<file path="src/rtl/spi_reg_pkg.sv">
package spi_reg_pkg;

  // Framing phase of the serial transaction
  typedef enum logic [1:0] {
    PH_HDR = 2'd0,   // direction bit plus address
    PH_WR  = 2'd1,   // write data bytes
    PH_RD  = 2'd2    // read data bytes
  } frame_phase_t;

  // Strobe selector for the core-side bus
  typedef enum logic [1:0] {
    OP_NONE = 2'd0,
    OP_REG  = 2'd1,
    OP_FIFO = 2'd2
  } op_target_t;

endpackage

</file>
<file path="src/rtl/spi_in_sync.sv">
module spi_in_sync #(
  parameter int STAGES = 2
) (
  input  logic clk,
  input  logic rst_n,
  input  logic cs_n,
  input  logic sclk,
  input  logic mosi,
  output logic cs_act,
  output logic sclk_rise,
  output logic sclk_fall,
  output logic mosi_s
);

  localparam int PW = 3;
  localparam int CW = STAGES * PW;
  localparam logic [PW-1:0] PIN_IDLE = 3'b100;

  logic [CW-1:0] chain_q, chain_d;
  logic [PW-1:0] newest;
  logic          sclk_dly_q, sclk_dly_d;

  generate
    if (STAGES > 1) begin : g_multi
      always_comb chain_d = {chain_q[CW-PW-1:0], cs_n, sclk, mosi};
    end else begin : g_single
      always_comb chain_d = {cs_n, sclk, mosi};
    end
  endgenerate

  always_comb begin
    newest     = chain_q[CW-1 -: PW];
    sclk_dly_d = newest[1];
  end

  always_ff @(posedge clk or negedge rst_n) begin
    if (!rst_n) begin
      chain_q    <= {STAGES{PIN_IDLE}};
      sclk_dly_q <= 1'b0;
    end else begin
      chain_q    <= chain_d;
      sclk_dly_q <= sclk_dly_d;
    end
  end

  assign cs_act    = ~newest[2];
  assign sclk_rise =  newest[1] & ~sclk_dly_q;
  assign sclk_fall = ~newest[1] &  sclk_dly_q;
  assign mosi_s    =  newest[0];

endmodule

</file>
<file path="src/rtl/spi_frame_ctrl.sv">
module spi_frame_ctrl
  import spi_reg_pkg::*;
#(
  parameter int          ADDR_W    = 7,
  parameter int          DATA_W    = 8,
  parameter logic [ADDR_W-1:0] FIFO_ADDR = '1
) (
  input  logic              clk,
  input  logic              rst_n,
  input  logic              cs_act,
  input  logic              sclk_rise,
  input  logic              sclk_fall,
  input  logic              mosi_s,
  output logic [ADDR_W-1:0] op_addr,
  output logic [DATA_W-1:0] op_wdata,
  output logic              reg_wr,
  output logic              reg_rd,
  output logic              fifo_push,
  output logic              fifo_pop,
  output logic              rd_load,
  output logic              rd_sel_fifo,
  output logic              tx_shift
);

  localparam int HDR_BITS = ADDR_W + 1;
  localparam int SH_W     = (HDR_BITS > DATA_W) ? HDR_BITS : DATA_W;
  localparam int CNT_W    = $clog2(SH_W);
  localparam logic [CNT_W-1:0] HDR_LAST  = CNT_W'(HDR_BITS - 1);
  localparam logic [CNT_W-1:0] DATA_LAST = CNT_W'(DATA_W - 1);

  frame_phase_t      phase_q, phase_d;
  logic [CNT_W-1:0]  cnt_q, cnt_d, last_bit;
  logic [SH_W-1:0]   sh_q, sh_d;
  logic [ADDR_W-1:0] addr_q, addr_d;
  logic              pend_q, pend_d;
  logic              cur_fifo_q, cur_fifo_d;

  logic [ADDR_W-1:0] op_addr_q, op_addr_d;
  logic [DATA_W-1:0] wdata_q, wdata_d;
  op_target_t        wr_tgt_d, rd_tgt_d;
  logic              wr_q, rd_q, push_q, pop_q, load_q, sel_q, shift_q;
  logic              pop_d, load_d, sel_d, shift_d;

  function automatic logic [ADDR_W-1:0] step_addr(input logic [ADDR_W-1:0] a);
    return (a == FIFO_ADDR) ? a : a + ADDR_W'(1);
  endfunction

  assign last_bit = (phase_q == PH_HDR) ? HDR_LAST : DATA_LAST;

  // Next-state logic
  always_comb begin
    phase_d    = phase_q;
    cnt_d      = cnt_q;
    sh_d       = sh_q;
    addr_d     = addr_q;
    pend_d     = pend_q;
    cur_fifo_d = cur_fifo_q;
    op_addr_d  = op_addr_q;
    wdata_d    = wdata_q;
    wr_tgt_d   = OP_NONE;
    rd_tgt_d   = OP_NONE;
    pop_d      = 1'b0;
    load_d     = 1'b0;
    sel_d      = sel_q;
    shift_d    = 1'b0;

    if (!cs_act) begin
      phase_d    = PH_HDR;
      cnt_d      = '0;
      sh_d       = '0;
      pend_d     = 1'b0;
      cur_fifo_d = 1'b0;
    end else begin
      if (sclk_rise) begin
        sh_d = {sh_q[SH_W-2:0], mosi_s};
        if (cnt_q == last_bit) begin
          cnt_d = '0;
          unique case (phase_q)
            PH_HDR: begin
              addr_d  = sh_d[ADDR_W-1:0];
              if (sh_d[HDR_BITS-1]) begin
                phase_d = PH_WR;
              end else begin
                phase_d = PH_RD;
                pend_d  = 1'b1;
              end
            end
            PH_WR: begin
              op_addr_d = addr_q;
              wdata_d   = sh_d[DATA_W-1:0];
              wr_tgt_d  = (addr_q == FIFO_ADDR) ? OP_FIFO : OP_REG;
              addr_d    = step_addr(addr_q);
            end
            PH_RD: begin
              pend_d = 1'b1;
              if (cur_fifo_q) begin
                pop_d     = 1'b1;
                op_addr_d = FIFO_ADDR;
              end
            end
            default: phase_d = PH_HDR;
          endcase
        end else begin
          cnt_d = cnt_q + CNT_W'(1);
        end
      end

      if (sclk_fall) begin
        if (pend_q) begin
          pend_d     = 1'b0;
          load_d     = 1'b1;
          sel_d      = (addr_q == FIFO_ADDR);
          cur_fifo_d = (addr_q == FIFO_ADDR);
          rd_tgt_d   = (addr_q == FIFO_ADDR) ? OP_FIFO : OP_REG;
          op_addr_d  = addr_q;
          addr_d     = step_addr(addr_q);
        end else begin
          shift_d = 1'b1;
        end
      end
    end
  end

  // State registers
  always_ff @(posedge clk or negedge rst_n) begin
    if (!rst_n) begin
      phase_q    <= PH_HDR;
      cnt_q      <= '0;
      sh_q       <= '0;
      addr_q     <= '0;
      pend_q     <= 1'b0;
      cur_fifo_q <= 1'b0;
      op_addr_q  <= '0;
      wdata_q    <= '0;
      wr_q       <= 1'b0;
      rd_q       <= 1'b0;
      push_q     <= 1'b0;
      pop_q      <= 1'b0;
      load_q     <= 1'b0;
      sel_q      <= 1'b0;
      shift_q    <= 1'b0;
    end else begin
      phase_q    <= phase_d;
      cnt_q      <= cnt_d;
      sh_q       <= sh_d;
      addr_q     <= addr_d;
      pend_q     <= pend_d;
      cur_fifo_q <= cur_fifo_d;
      op_addr_q  <= op_addr_d;
      wdata_q    <= wdata_d;
      wr_q       <= (wr_tgt_d == OP_REG);
      push_q     <= (wr_tgt_d == OP_FIFO);
      rd_q       <= (rd_tgt_d == OP_REG);
      pop_q      <= pop_d;
      load_q     <= load_d;
      sel_q      <= sel_d;
      shift_q    <= shift_d;
    end
  end

  assign op_addr     = op_addr_q;
  assign op_wdata    = wdata_q;
  assign reg_wr      = wr_q;
  assign reg_rd      = rd_q;
  assign fifo_push   = push_q;
  assign fifo_pop    = pop_q;
  assign rd_load     = load_q;
  assign rd_sel_fifo = sel_q;
  assign tx_shift    = shift_q;

  // core-side strobes never overlap
  assert_strobe_excl_R10: assert property (@(posedge clk) disable iff (!rst_n)
    $countones({wr_q, rd_q, push_q, pop_q}) <= 1);

  // one byte gives one single-cycle write strobe
  assert_wr_single_R2: assert property (@(posedge clk) disable iff (!rst_n)
    wr_q |=> !wr_q);

  // the FIFO port address never produces a register write
  assert_no_reg_wr_fifo_R5: assert property (@(posedge clk) disable iff (!rst_n)
    wr_q |-> (op_addr_q != FIFO_ADDR));

  // deselect returns the framing to the header start
  assert_deselect_reset_R8: assert property (@(posedge clk) disable iff (!rst_n)
    !cs_act |=> (cnt_q == '0 && phase_q == PH_HDR && !pend_q));

endmodule

</file>
<file path="src/rtl/spi_tx_shift.sv">
module spi_tx_shift #(
  parameter int DATA_W = 8
) (
  input  logic              clk,
  input  logic              rst_n,
  input  logic              cs_act,
  input  logic              load,
  input  logic              shift,
  input  logic              sel_fifo,
  input  logic [DATA_W-1:0] reg_rdata,
  input  logic [DATA_W-1:0] fifo_rdata,
  output logic              miso
);

  logic [DATA_W-1:0] sr_q, sr_d, src;
  logic              miso_q, miso_d;

  assign src = sel_fifo ? fifo_rdata : reg_rdata;

  always_comb begin
    sr_d   = sr_q;
    miso_d = miso_q;
    if (!cs_act) begin
      sr_d   = '0;
      miso_d = 1'b0;
    end else if (load) begin
      miso_d = src[DATA_W-1];
      sr_d   = {src[DATA_W-2:0], 1'b0};
    end else if (shift) begin
      miso_d = sr_q[DATA_W-1];
      sr_d   = {sr_q[DATA_W-2:0], 1'b0};
    end
  end

  always_ff @(posedge clk or negedge rst_n) begin
    if (!rst_n) begin
      sr_q   <= '0;
      miso_q <= 1'b0;
    end else begin
      sr_q   <= sr_d;
      miso_q <= miso_d;
    end
  end

  assign miso = miso_q;

  // data-out is parked low once the host deselects
  assert_miso_idle_R8: assert property (@(posedge clk) disable iff (!rst_n)
    !cs_act |=> !miso_q);

  // a byte load and a bit shift never arrive together
  assert_load_shift_excl_R3: assert property (@(posedge clk) disable iff (!rst_n)
    !(load && shift));

endmodule

</file>
<file path="src/rtl/spi_reg_slave.sv">
module spi_reg_slave #(
  parameter int                ADDR_W      = 7,
  parameter int                DATA_W      = 8,
  parameter int                SYNC_STAGES = 2,
  parameter logic [ADDR_W-1:0] FIFO_ADDR   = '1
) (
  input  logic              clk,
  input  logic              rst_n,
  input  logic              spi_cs_n,
  input  logic              spi_sclk,
  input  logic              spi_mosi,
  output logic              spi_miso,
  output logic              spi_miso_oe,
  output logic [ADDR_W-1:0] rf_addr,
  output logic [DATA_W-1:0] rf_wdata,
  output logic              rf_wr,
  output logic              rf_rd,
  input  logic [DATA_W-1:0] rf_rdata,
  output logic              fifo_push,
  output logic              fifo_pop,
  input  logic [DATA_W-1:0] fifo_rdata
);

  logic cs_act, sclk_rise, sclk_fall, mosi_s;
  logic rd_load, rd_sel_fifo, tx_shift;

  spi_in_sync #(
    .STAGES(SYNC_STAGES)
  ) u_sync (
    .clk       (clk),
    .rst_n     (rst_n),
    .cs_n      (spi_cs_n),
    .sclk      (spi_sclk),
    .mosi      (spi_mosi),
    .cs_act    (cs_act),
    .sclk_rise (sclk_rise),
    .sclk_fall (sclk_fall),
    .mosi_s    (mosi_s)
  );

  spi_frame_ctrl #(
    .ADDR_W    (ADDR_W),
    .DATA_W    (DATA_W),
    .FIFO_ADDR (FIFO_ADDR)
  ) u_ctrl (
    .clk         (clk),
    .rst_n       (rst_n),
    .cs_act      (cs_act),
    .sclk_rise   (sclk_rise),
    .sclk_fall   (sclk_fall),
    .mosi_s      (mosi_s),
    .op_addr     (rf_addr),
    .op_wdata    (rf_wdata),
    .reg_wr      (rf_wr),
    .reg_rd      (rf_rd),
    .fifo_push   (fifo_push),
    .fifo_pop    (fifo_pop),
    .rd_load     (rd_load),
    .rd_sel_fifo (rd_sel_fifo),
    .tx_shift    (tx_shift)
  );

  spi_tx_shift #(
    .DATA_W (DATA_W)
  ) u_tx (
    .clk        (clk),
    .rst_n      (rst_n),
    .cs_act     (cs_act),
    .load       (rd_load),
    .shift      (tx_shift),
    .sel_fifo   (rd_sel_fifo),
    .reg_rdata  (rf_rdata),
    .fifo_rdata (fifo_rdata),
    .miso       (spi_miso)
  );

  assign spi_miso_oe = cs_act;

endmodule

</file>
<file path="config.mk">
export PLATFORM = sky130hd
export DESIGN_NAME = spi_reg_slave
export DESIGN_NICKNAME = d
export VERILOG_FILES = /design/src/rtl/spi_reg_pkg.sv /design/src/rtl/spi_in_sync.sv /design/src/rtl/spi_frame_ctrl.sv /design/src/rtl/spi_tx_shift.sv /design/src/rtl/spi_reg_slave.sv
export SDC_FILE = /design/constraint.sdc
export NUM_CORES = 1
export LEC_CHECK = 0
export BUFFER_PORTS_ARGS = -buffer_cell sky130_fd_sc_hd__buf_2
export CORE_ASPECT_RATIO = 1.25
export CORE_MARGIN = 2
export CORE_UTILIZATION = 45
export CTS_CLUSTER_SIZE = 12
export DETAILED_ROUTE_END_ITERATION = 10
export PLACE_DENSITY_LB_ADDON = 0.15
export SLEW_MARGIN = 20
export SYNTH_ARGS = -nofsm -noshare
export SYNTH_HDL_FRONTEND = slang
export SYNTH_SLANG_ARGS = --single-unit
</file>
<file path="constraint.sdc">
create_clock -name clk -period 2.3 [get_ports clk]
set_clock_uncertainty 0.1 [all_clocks]
set_input_delay 0.23 -clock clk [delete_from_list [all_inputs] [get_ports clk]]
set_output_delay 0.23 -clock clk [all_outputs]
set_load 0.01 [all_outputs]
</file>
---- After elaboration in Yosys (flattened, before gate mapping) ----
Index checks and enable logic that the tools add are counted.
storage, ports and cells
  register bits after elaboration ......... 59
  output and inout port bits .............. 21
operators by class
  bitwise logic cells ..................... 5
  reduce and logical (&&, ||, !) cells .... 11
  muxes and demuxes ....................... 58
  equality and inequality tests ........... 8
  add/sub/neg operators ................... 2
operator list
  kind                   count
  $mux W7                12
  $mux W8                4
  $pmux W7 S2            2
  $mux W2                12
  $mux W1                23
  $mux W3                3
  $reduce_bool A2 Y1     4
  $add A7 B1 Y7 const B  1
  $eq A7 B7 Y1 const B   1
  $eq A2 B1 Y1 const B   3
  $reduce_and A3 Y1      2
  $eq A2 B2 Y1 const B   2
  $pmux W2 S2            1
  $reduce_and A4 Y1      1
  $add A3 B1 Y3 const B  1
  $eq A3 B3 Y1 const B   1
  $not A1 Y1             3
  $reduce_bool A3 Y1     1
  $and A1 B1 Y1          2
  $logic_not A2 Y1       1
  $ne A2 B1 Y1 const B   1
  $pmux W1 S2            1
  $reduce_and A2 Y1      1
  $reduce_or A2 Y1       1

---- Logic depth before layout (Yosys ltp) ----
Gate-level depths: netlist of run 1.
  depth after elaboration ................. 7
  depth in mapped cells ................... 7
  depth with buffers taken out ............ 6

---- Hierarchy ----
Synthesis of run 1 repeated with hierarchy kept, for this count alone.
second synthesis, totals
  cell total of the unflattened synthesis .. 277
  area, all modules ....................... 2877.8 um^2
modules (own cells, without submodules)
  module          seq. area each (um^2)  cells an instance  times used  area each (um^2)
  spi_frame_ctrl  1076.0                 230                1           2238.4
  spi_tx_shift    200.2                  37                 1           442.9
  spi_in_sync     177.7                  10                 1           196.4

---- Worst setup path before layout of run 1 ----
Ideal clock, no wire load.
  path kind ............................... reg2reg
  from .................................... register u_ctrl.cnt_q[0]
  to ...................................... register u_ctrl.addr_q[2]
  stages on the path, launching flop included .. 8
  required time ........................... 2.070 ns
  slack ................................... 0.468 ns
  buffers on the path ..................... 1
  arrival ................................. 1.601 ns
  clock period less this slack ............ 1.832 ns
  path through ............................ dfrtp_1 -> ha_1 -> ha_1 -> and4bb_4 -> and2_4 -> buf_6 -> a221oi_1 -> a21oi_1
between the ends
  cells in the longest elaborated chain, start to end .. 5
ends and longest elaborated chain
  item                      RTL line               source
  start: declaration        spi_frame_ctrl.sv:32   logic [CNT_W-1:0] cnt_q, cnt_d, last_bit;
  start signal: assignment  spi_frame_ctrl.sv:144  cnt_q <= cnt_d;
  $eq A3 B3 Y1 *            spi_frame_ctrl.sv:76   if (cnt_q == last_bit) begin
  $mux W7 *                 spi_frame_ctrl.sv:76
  $mux W7 *                 spi_frame_ctrl.sv:74   if (sclk_rise) begin
  $mux W7                   spi_frame_ctrl.sv:109  if (pend_q) begin
  $mux W7 *                 spi_frame_ctrl.sv:108  if (sclk_fall) begin
  end signal: assignment    spi_frame_ctrl.sv:146  addr_q <= addr_d;
  end: declaration          spi_frame_ctrl.sv:34   logic [ADDR_W-1:0] addr_q, addr_d;
Every way passes the cells marked *; elsewhere a longest branch is shown, timed or not.
A chain may end at the register's enable or synchronous reset.

---- Worst setup path after layout of run 1 ----
  from .................................... register u_ctrl.cnt_q[0]
  to ...................................... register u_ctrl.op_addr_q[1] (netlist: u_ctrl.op_addr[1])
between the ends
  cells in the longest elaborated chain, start to end .. 5
ends and longest elaborated chain
  item                    RTL line               source
  $eq A3 B3 Y1 *          spi_frame_ctrl.sv:76
  $mux W7 *               spi_frame_ctrl.sv:76
  $mux W7 *               spi_frame_ctrl.sv:74
  $mux W7                 spi_frame_ctrl.sv:109
  $mux W7 *               spi_frame_ctrl.sv:108
  end signal: assignment  spi_frame_ctrl.sv:149  op_addr_q <= op_addr_d;
  end: declaration        spi_frame_ctrl.sv:38   logic [ADDR_W-1:0] op_addr_q, op_addr_d;
Marks and branches as above.

==> flow_summary_export.csv, run 1 <==
group,metric,value,unit
status,status,"finished clean",
synthesis,yosys_most_used_dff,"dfrtp_1",
grt,pin_count_of_the_biggest_net_entering_global_routing,32,
grt,grt.total_usage,0.185,
synthesis,post_synth.cell_area_avg,11.1,µm²
synthesis,synth_cell_types,48,
placement,port_buffers,41,
final_layout,regArea,1450,µm²
clock_network,post_cts_setup_driven_buffer_insertion_count,0,
final_layout,antenna_cells,0,
timing,finalSetupViolCount,0,
synthesis,synth.net_count,275,
drt,drt.antenna.violating_nets,0,
die,die_area,6760,µm²
clock_network,clk_latency,0.34,ns
worst_setup_path,critical_path.max_stage_delay,0.39,ns
worst_setup_path,worst-endpoint-arrival,2.06,ns
timing,worst_pin_slew,0.637,ns
power,maximum_vdd_drop,0.405,mV
grt,globalRouteMet2Util,0.278,
timing,setup_tns,0,ns
worst_setup_path,critPathMostFrequentCell,"ha_1",
timing,setup_repair_after_global_routing_missed_its_margin,"false",
clock_network,root_buffer,"clkbuf_8",
synthesis,async_reset_ff_frac,1.00,
worst_setup_path,cp.required,2.42,ns
die,die_height,91.4,µm
grt,antenna_violations_before_repair,0,
worst_setup_path,setup.worst_path.class,"reg -> reg",
worst_setup_path,setup.worst_path.end_class,"register",
final_layout,synth_to_layout_area_growth,17.1,%
synthesis,post_synth_and_or_nand_nor_area_fraction,0.167,
die,die_w,73.9,µm
synthesis,synth_sequential_area_ratio,0.528,
worst_setup_path,crit_slowest_cell,"dfrtp_1",
final_layout,num-fill-cells,525,
drt,detail_route.vias_per_cell,5.37,
timing,finalHoldViolations,0,
synthesis,synth_top_family_by_area,"compound AO/OA/AOI/OAI gates",
grt,wire_length_of_the_first_global_routing_pass,9.50,mm
clock_network,clk_transition_reported_paths,0.06,ns
drt,detailedRoute.firstIterationViolations,125,
drt,vias,2047,
synthesis,syn-instance-count,248,
placement,post-dp-hpwl,3.88,mm
synthesis,ys_seq_elements,58,
drt,routedWlPerCell,14.5,µm
drt,detailedRoute.firstPassIterationCount,4,
worst_setup_path,worstPathMaxFanout,7,
clock_network,cts_stage_hold_buffer_count,4,
clock_network,cts_tree,"built",
clock_network,tritoncts_num_sinks,58,
grt,met1_usage,0.250,
worst_setup_path,cp_num_buf_inv,0,
grt,busiest_layer,"met2",
timing,worst_slew_margin_rel,0.575,
worst_setup_path,critPathTopFamily,"compound AO/OA/AOI/OAI gates",
flow_run,drv.max_cap_violation_count,0,
clock_network,h_tree_levels,3,
timing,achievable-frequency,515,MHz
synthesis,synth_edf_count,0,
timing,finalCritPeriodShare,0.845,
timing,final_max_slew_viol_count,0,
min_path,hold_path.class,"in -> reg",
grt,grt_util_met3,0.0499,
die,core.rowCount,31,
synthesis,synth_fa_ha_area_frac,0.0273,
clock_network,cts.path.max_buffers,2,
final_layout,drive_gt1_frac,0.281,
die,initial_utilization,0.470,
placement,place.gp.congestion,0.792,
clock_network,cts-resized-gates,0,
power,power-per-cell-area,611,nW/µm²
grt,via_count_of_the_first_global_routing_pass,2003,
worst_setup_path,list_of_cells_traversed_by_the_critical_path,"ha_1 > ha_1 > and3b_2 > a31oi_1 > nor2_1 > a221o_1",
timing,timing.hold.ws,0.134,ns
synthesis,synth_xor_area_frac,0,
timing,timing.final.crit_period,1.94,ns
worst_setup_path,worstSetupStartpointType,"register",
synthesis,synth-warning-count,0,
die,num_io_pins,42,
drt,drc,0,
power,cellLeakagePower,1.47,nW
clock_network,numCtsBuffers,9,
synthesis,syn-cell-area,2750,µm²
drt,detail_route.wirelength,5.53,mm
die,placeableCoreArea,5860,µm²
synthesis,synth_mux_area_frac,0.0623,
final_layout,num-nets-final,321,
synthesis,synth-compound-area-share,0.167,
grt,globalRouteOverflowTotal,0,
final_layout,multi_input_comb_area,1170,µm²
==> through the flow <==
| stage | utilization | setup WS (ns) | total power [mW] | cells | instance area [µm²] |
|---|---|---|---|---|---|
| after floorplan | - | 0.468 | 1.09 | 248 | 2750 |
| after global placement | 0.512 | 0.412 | 1.14 | 361 | 3000 |
| after detailed placement | 0.512 | 0.369 | 1.14 | 361 | 3000 |
| after CTS | 0.550 | 0.352 | 2.00 | 381 | 3220 |
| after global routing | 0.550 | 0.249 | 2.05 | 381 | 3220 |
| final | 0.550 | 0.356 | 1.97 | 381 | 3220 |
==> final timing paths <==
check                                   from           endpoint  slack, ns  cells after the start
hold reg to reg            u_sync.chain_q[1]  u_sync.chain_q[4]       0.25                      0
hold / removal                   rf_rdata[2]       u_tx.sr_q[3]       0.13                      3
min in group asynchronous              rst_n  u_ctrl.op_addr[1]       0.35                      2
setup / recovery             u_ctrl.cnt_q[0]  u_ctrl.op_addr[1]       0.36                      6
setup reg to reg             u_ctrl.cnt_q[0]  u_ctrl.op_addr[1]       0.36                      6
max in group asynchronous              rst_n  u_sync.chain_q[5]       1.10                      3
==> layout by cell type (no fill, tap or decap), types with 2 or more instances in the layout <==
cell type and count:
inv_1 6, nor2b_1 9, nand4b_1 2, mux2_2 9
buf_4 3, buf_2 41, nand3b_1 4, clkbuf_1 2
a221o_1 5, clkbuf_8 12, and3_1 2, ha_1 6
nand2_1 32, o2bb2ai_1 2, nor3_1 3, a221oi_1 4
dfstp_2 2, nand3_1 5, a211oi_1 15, mux2i_1 7
dfrtp_1 56, o21ai_0 10, nor3b_1 2, nor2_1 7
o21ai_1 3, a32oi_1 3, dlygate4sd3_1 4, a21oi_1 19
clkinv_2 3
==> layer usage <==
layer | vias to the layer above | share of wire
met5 | - | 0
met4 | 0 | 0.013
met3 | 8 | 0.047
met2 | 50 | 0.47
met1 | 988 | 0.47
li1 | 1001 | -
==> final cells by class <==
type / instances / share of cell area
repair buffers: 49 / 0.0894
well taps: 82 / 0.0319
inverters: 7 / 0.00855
flip-flops and latches: 58 / 0.451
multi-input cells: 169 / 0.362
clock buffers: 14 / 0.0536
clock inverters: 2 / 0.00311
==> synth_stat cells, drive strengths merged, types with 3 or more instances <==
cell type	n	area [µm²]
ha	6	75.1
a221oi	4	35.0
a221o	5	50.1
o21ai	13	65.1
mux2	9	101
mux2i	7	70.1
nor2	8	32.5
a21oi	20	111
a211oi	15	113
nand2	34	138
nor3	4	25.0
buf	5	50.0
clkbuf	9	53.8
nand3	5	25.0
a32oi	3	26.3
dfrtp	56	1400
inv	6	22.5
nor2b	9	56.3
nand3b	4	30.0
==> registers in the layout, summed over array words and instances, names as in the netlist <==
register,count
u_ctrl.addr_q,7
u_ctrl.cnt_q,3
u_ctrl.cur_fifo_q,1
u_ctrl.fifo_pop,1
u_ctrl.fifo_push,1
u_ctrl.op_addr,7
u_ctrl.op_wdata,8
u_ctrl.pend_q,1
u_ctrl.phase_q,2
u_ctrl.rd_load,1
u_ctrl.rd_sel_fifo,1
u_ctrl.reg_rd,1
u_ctrl.reg_wr,1
u_ctrl.sh_q,7
u_ctrl.tx_shift,1
u_sync.chain_q,6
u_sync.sclk_dly_q,1
u_tx.miso,1
u_tx.sr_q,7
==> worst reg2reg max path, delay by kind of cell (launching register included) <==
family | cells | cell delay, ns
AO/OA/AOI/OAI | 2 | 0.50
adder cells (fa/ha/maj) | 2 | 0.47
flip-flops | 1 | 0.39
AND/OR/NAND/NOR | 2 | 0.37
==> power breakdown <==
| group | internal (mW) | switching (mW) |
|---|---|---|
| registers | 1.03 | 0.0124 |
| logic | 0.0324 | 0.0473 |
| clock network | 0.476 | 0.369 |
==> cell families after synthesis <==
logic type / after synthesis
buffers and inverters: 21
muxes: 16
adders and majority gates: 6
and+or+nand+nor: 80
DFF: 58
AOI/OAI and AO/OA: 67
Power figures use the tool's default switching activity.
==> run 2, diff against run 1 <==
- clock period: 2.3 -> 1.6 ns (I/O delays scaled with it)
==> run 2 against run 1 <==
Net effect:
- the flow now finishes with violations (negative setup slack)
- wire length up 13%
- sequential cell count unchanged
- combinational power up 59%
- via count up 9.2%
- final cell count up 9.7%
==> flow_summary_export.csv, run 2 (synthesis results as in run 1) <==
group,metric,value,unit
timing,worst_pin_slew,0.469,ns
placement,placed_area,3320,µm²
grt,pin_count_of_the_biggest_net_entering_global_routing,59,
grt,globalRouteOverflowTotal,0,
timing,setup_ws,-0.122,ns
final_layout,synth_to_layout_area_growth,35.2,%
drt,vias,2236,
worst_setup_path,worst-endpoint-arrival,1.85,ns
worst_setup_path,setup.worst_path.class,"reg -> reg",
timing,final_max_slew_viol_count,0,
grt,antenna_violations_before_repair,0,
power,cellLeakagePower,1.71,nW
drt,detail_route.wirelength,6.27,mm
timing,achievable-frequency,581,MHz
die,initial_utilization,0.470,
final_layout,multi_input_comb_area,1320,µm²
final_layout,most_common_library_cell_in_the_layout_ignoring_fill_and_taps,"dfrtp_1",
worst_setup_path,setup.worst_path.end_class,"register",
clock_network,clk_latency,0.35,ns
flow_run,drv.max_cap_violation_count,0,
worst_setup_path,worstPathMaxFanout,5,
status,violated_checks,"negative setup slack",
timing,setup_repair_after_global_routing_missed_its_margin,"true",
timing,finalHoldViolations,0,
worst_setup_path,r2r_start,"u_ctrl.cnt_q[1]",
die,die_area,6760,µm²
final_layout,largest_reg_flops,8,
final_layout,drive_gt1_frac,0.426,
min_path,min-delay-start,"rf_rdata[3]",
final_layout,regArea,1460,µm²
placement,preCtsSetupSlack,-0.164,ns
grt,wire_length_of_the_first_global_routing_pass,10.1,mm
power,maximum_vdd_drop,0.676,mV
min_path,hold-path-endpoint,"u_tx.sr_q[4]",
drt,detailedRoute.firstIterationViolations,60,
placement,port_buffers,41,
min_path,hold_path.class,"in -> reg",
timing,worst_slew_margin_rel,0.687,
clock_network,cts.path.max_buffers,2,
min_path,count_of_cells_along_the_worst_hold_path,3,
drt,detailedRoute.firstPassIterationCount,4,
worst_setup_path,regToRegSetupSlack,-0.12,ns
die,core.rowCount,31,
worst_setup_path,cp.required,1.73,ns
timing,finalSetupViolCount,19,
status,status,"complete, but fails checks",
worst_setup_path,r2r_cells,6,
drt,routedWlPerCell,15.0,µm
die,die_w,73.9,µm
final_layout,num-fill-cells,473,
clock_network,h_tree_levels,3,
drt,drt.antenna.violating_nets,0,
final_layout,layout_common_cells,"55 x dfrtp_1, 41 x buf_2, 36 x buf_4",
final_layout,final_design_area_no_fill,3720,µm²
die,placeableCoreArea,5860,µm²
worst_setup_path,worstSetupStartpointType,"register",
timing,finalCritPeriodShare,1.08,
clock_network,cts_tree,"built",
clock_network,tritoncts_num_sinks,58,
grt,grt.total_usage,0.196,
timing,timing.final.crit_period,1.72,ns
power,power-per-cell-area,844,nW/µm²
drt,detail_route.vias_per_cell,5.35,
final_layout,utilization,0.635,
worst_setup_path,regToRegEndpoint,"u_ctrl.op_addr[0]",
drt,drc,0,
clock_network,clk_transition_reported_paths,0.07,ns
die,num_io_pins,42,
placement,post-dp-hpwl,4.23,mm
final_layout,antenna_cells,0,
final_layout,num-nets-final,358,
placement,place.gp.congestion,0.863,
die,die_height,91.4,µm
clock_network,numCtsBuffers,9,
grt,via_count_of_the_first_global_routing_pass,2202,
clock_network,root_buffer,"clkbuf_8",
run 2: area by class of cell:
type	instances	share of cell area
clock inverter	7	0.0276
sequential	58	0.391
multi-input combinational	170	0.354
tap	82	0.0276
clock buffer	9	0.0333
inverter	7	0.00740
timing repair buffer	85	0.159
run 2: timing repair:
item	4_1_cts	5_1_grt
gates resized for setup	6	9
hold buffers	4	0
hold endpoints to repair	61	0
setup endpoints to repair	22	26
pin swaps	6	13
setup buffers	2	3
cloned	1	1
run 2: layer usage:
layer  wire, µm  up-vias  GRT usage
li1           -     1080          -
met1       2670     1086      0.237
met2       3120       52      0.304
met3        237       18     0.0433
met4        245        0      0.132
met5          0        -          0
run 2: per-stage QoR:
stage,hold WS (ns),power [mW],cells,setup TNS (ns)
final,0.0480,3.14,418,-1.42
after global routing,0.0609,3.25,418,-2.99
after CTS,0.0391,3.18,416,-1.92
after detailed placement,0.0874,1.65,393,-2.23
after global placement,0.0895,1.65,393,-1.64
after floorplan,-0.236,1.57,248,-1.02
run 2: critical path, cell delays in order, from the launching register on:
cell,delay [ns]
dfrtp_1,0.39
ha_2,0.20
ha_4,0.17
and3b_2,0.19
a31oi_1,0.16
nor2_2,0.10
a221o_1,0.30
run 2: worst max-delay path by stage:
stage | start | endpoint | slack, ns
final | u_ctrl.cnt_q[1] | u_ctrl.op_addr[0] | -0.12
after detailed placement | u_ctrl.cnt_q[0] | u_ctrl.op_addr[0] | -0.16
after CTS | u_ctrl.cnt_q[1] | u_ctrl.op_addr[0] | -0.13
after global routing | u_ctrl.cnt_q[1] | u_ctrl.op_addr[2] | -0.21
after floorplan | u_ctrl.cnt_q[0] | u_ctrl.op_addr[1] | -0.12
after global placement | u_ctrl.cnt_q[0] | u_ctrl.op_addr[3] | -0.14
run 2: power by group:
part           switching [mW]  internal [mW]  leakage (nW)
registers              0.0197           1.48         0.789
logic                  0.0700         0.0570         0.811
clock network           0.621          0.888         0.110
total                   0.711           2.43          1.71
==> run 3, diff against run 2 <==
- SYNTH_HIERARCHICAL: default -> 1
==> run 3 against run 2 <==
Net effect:
- the run still ends with negative setup slack left
- sequential power hardly changed
- combinational power is 120% higher
- synthesized cell count is 12% higher
- die area is 4.4% higher
- clock power is 11% lower
- final area is 8.6% higher
==> flow_summary_export.csv, run 3 <==
group,metric,value,unit
synthesis,yosys_most_used_dff,"dfrtp_1",
grt,wire_length_of_the_first_global_routing_pass,11.1,mm
timing,timing.hold.ws,0.0175,ns
placement,placed_area,3540,µm²
drt,drc,0,
worst_setup_path,worst-endpoint-arrival,1.90,ns
clock_network,h_tree_levels,3,
drt,vias,2424,
final_layout,layout_common_cells,"56 x dfrtp_1, 41 x buf_2, 36 x buf_4",
final_layout,synth_to_layout_area_growth,40.4,%
drt,wl_met1,2.96,mm
grt,pin_count_of_the_biggest_net_entering_global_routing,25,
synthesis,post-synth-top-area-cell,"dfrtp_1",
final_layout,num-fill-cells,522,
worst_setup_path,worstSetupStartpointType,"register",
synthesis,syn-cell-area,2880,µm²
synthesis,synthMostInstantiatedCell,"dfrtp_1",
timing,setup_repair_after_global_routing_missed_its_margin,"true",
timing,finalHoldViolations,0,
placement,post-dp-hpwl,4.85,mm
die,placeableCoreArea,6170,µm²
synthesis,synth_xor_area_frac,0,
timing,worst_pin_slew,0.452,ns
die,die_area,7050,µm²
grt,globalRouteOverflowTotal,0,
synthesis,syn-instance-count,277,
worst_setup_path,cp.required,1.74,ns
final_layout,multi_input_comb_area,1610,µm²
synthesis,async_reset_ff_frac,1.00,
power,cellLeakagePower,1.84,nW
drt,detailedRoute.firstIterationViolations,84,
die,die_height,93.4,µm
final_layout,num-nets-final,390,
die,initial_utilization,0.467,
worst_setup_path,worstPathMaxFanout,8,
timing,finalCritPeriodShare,1.10,
timing,final_max_slew_viol_count,0,
power,maximum_vdd_drop,0.704,mV
synthesis,synth-compound-area-share,0.160,
status,status,"complete, but fails checks",
min_path,hold_path.class,"in -> reg",
final_layout,final_design_area_no_fill,4040,µm²
final_layout,drive_gt1_frac,0.440,
grt,antenna_violations_before_repair,0,
placement,port_buffers,41,
synthesis,synthTopCellsByArea,"dfrtp_1 49%, mux2i_1 8.7%, a21oi_1 3.7%, o21ai_0 3.5%, nor2b_1 3.3%",
clock_network,cts_tree,"built",
clock_network,clk_transition_reported_paths,0.06,ns
timing,setup_tns,-1.36,ns
die,num_io_pins,42,
drt,met2RoutedLength,3.40,mm
clock_network,clk_latency,0.34,ns
final_layout,utilization,0.655,
drt,detail_route.wirelength,6.90,mm
synthesis,synth_fa_ha_area_frac,0.0261,
worst_setup_path,setup.worst_path.class,"reg -> reg",
die,die_w,75.5,µm
final_layout,fin_cells,453,
synthesis,synth_top_family_by_area,"compound AO/OA/AOI/OAI gates",
power,power.total,3.15,mW
synthesis,synth-warning-count,6,
final_layout,most_common_library_cell_in_the_layout_ignoring_fill_and_taps,"dfrtp_1",
grt,via_count_of_the_first_global_routing_pass,2407,
synthesis,post_synth_and_or_nand_nor_area_fraction,0.147,
timing,timing.final.crit_period,1.76,ns
drt,detailedRoute.firstPassIterationCount,4,
synthesis,synth_edf_count,0,
synthesis,yosys.area.top_type_share,0.487,
final_layout,antenna_cells,0,
synthesis,synth_mux_area_frac,0.123,
final_layout,regArea,1450,µm²
synthesis,synth.net_count,304,
drt,routedWlPerCell,15.2,µm
worst_setup_path,setup.worst_path.end_class,"register",
timing,worst_slew_margin_rel,0.699,
drt,met3_wirelength_from_detailed_routing,314,µm
final_layout,largest_reg_flops,8,
clock_network,tritoncts_num_sinks,58,
placement,dp.cells,428,
drt,detail_route.vias_per_cell,5.35,
timing,achievable-frequency,568,MHz
synthesis,ys_seq_elements,58,
timing,finalSetupViolCount,21,
clock_network,root_buffer,"clkbuf_8",
drt,route.top_layer_used,"met4",
placement,place.gp.congestion,0.879,
status,violated_checks,"negative setup slack",
die,core.rowCount,32,
clock_network,numCtsBuffers,9,
synthesis,synth.top_cells.by_count,"56 x dfrtp_1, 25 x mux2i_1, 22 x nand2_1",
clock_network,cts.path.max_buffers,2,
synthesis,synth_cell_types,49,
power,power-per-cell-area,779,nW/µm²
placement,preCtsSetupSlack,-0.209,ns
flow_run,drv.max_cap_violation_count,0,
timing,setup_ws,-0.160,ns
synthesis,post_synth.cell_area_avg,10.4,µm²
synthesis,synth_sequential_area_ratio,0.505,
drt,drt.antenna.violating_nets,0,
grt,grt.total_usage,0.210,
[run 3: cell type report]
type	instances	share of cell area
Clock buffer	13	0.0393
Clock inverter	3	0.00991
Inverter	7	0.00650
Multi-Input combinational cell	197	0.398
Sequential cell	58	0.360
Tap cell	85	0.0263
Timing Repair Buffer	90	0.160
[run 3: kinds of logic (layout without fill, tap and decap cells)]
kind of cell | after synthesis | count (layout)
simple gates | 82 | 83
compound gates | 74 | 74
flops | 58 | 58
mux | 34 | 34
buf+inv | 23 | 113
fa+ha+maj | 6 | 6
[run 3: worst paths after layout]
check / cells past startpoint / slack [ns] / end / startpoint
worst max-delay path: 6 / -0.16 / u_ctrl/addr_q[3] / u_ctrl/cnt_q[1]
worst min-delay path: 3 / 0.02 / u_tx/sr_q[7] / rf_rdata[6]
worst max register to register: 6 / -0.16 / u_ctrl/addr_q[3] / u_ctrl/cnt_q[1]
worst min register to register: 0 / 0.25 / u_sync/chain_q[4] / u_sync/chain_q[1]
max in group asynchronous: 3 / 0.71 / u_ctrl/op_addr[4] / rst_n
min in group asynchronous: 2 / 0.21 / u_tx/sr_q[5] / rst_n
[run 3: repair_timing]
item,CTS,global route
resized for setup,41,26
hold buffers,4,0
gates cloned,1,0
endpoints found under the hold margin,20,0
buffers inserted,5,0
setup endpoints to repair,24,31
pin swaps,19,13
[run 3: critical path, stage by stage (launching register included)]
cell,delay (ns)
dfrtp_1,0.35
ha_2,0.19
ha_4,0.18
nand3_4,0.09
a211oi_2,0.18
mux2_4,0.33
a221oi_2,0.24
[run 3: metal layers]
layer	global-route usage	vias up
met3	0.0463	22
li1	-	1172
met2	0.333	81
met5	0	-
met1	0.261	1149
met4	0.113	0
[run 3: report_power, final]
group          leakage, nW  internal (mW)  total (mW)  switching, mW
logic                0.957          0.131       0.285          0.154
clock network        0.103          0.800        1.34          0.543
registers            0.782           1.50        1.52         0.0182
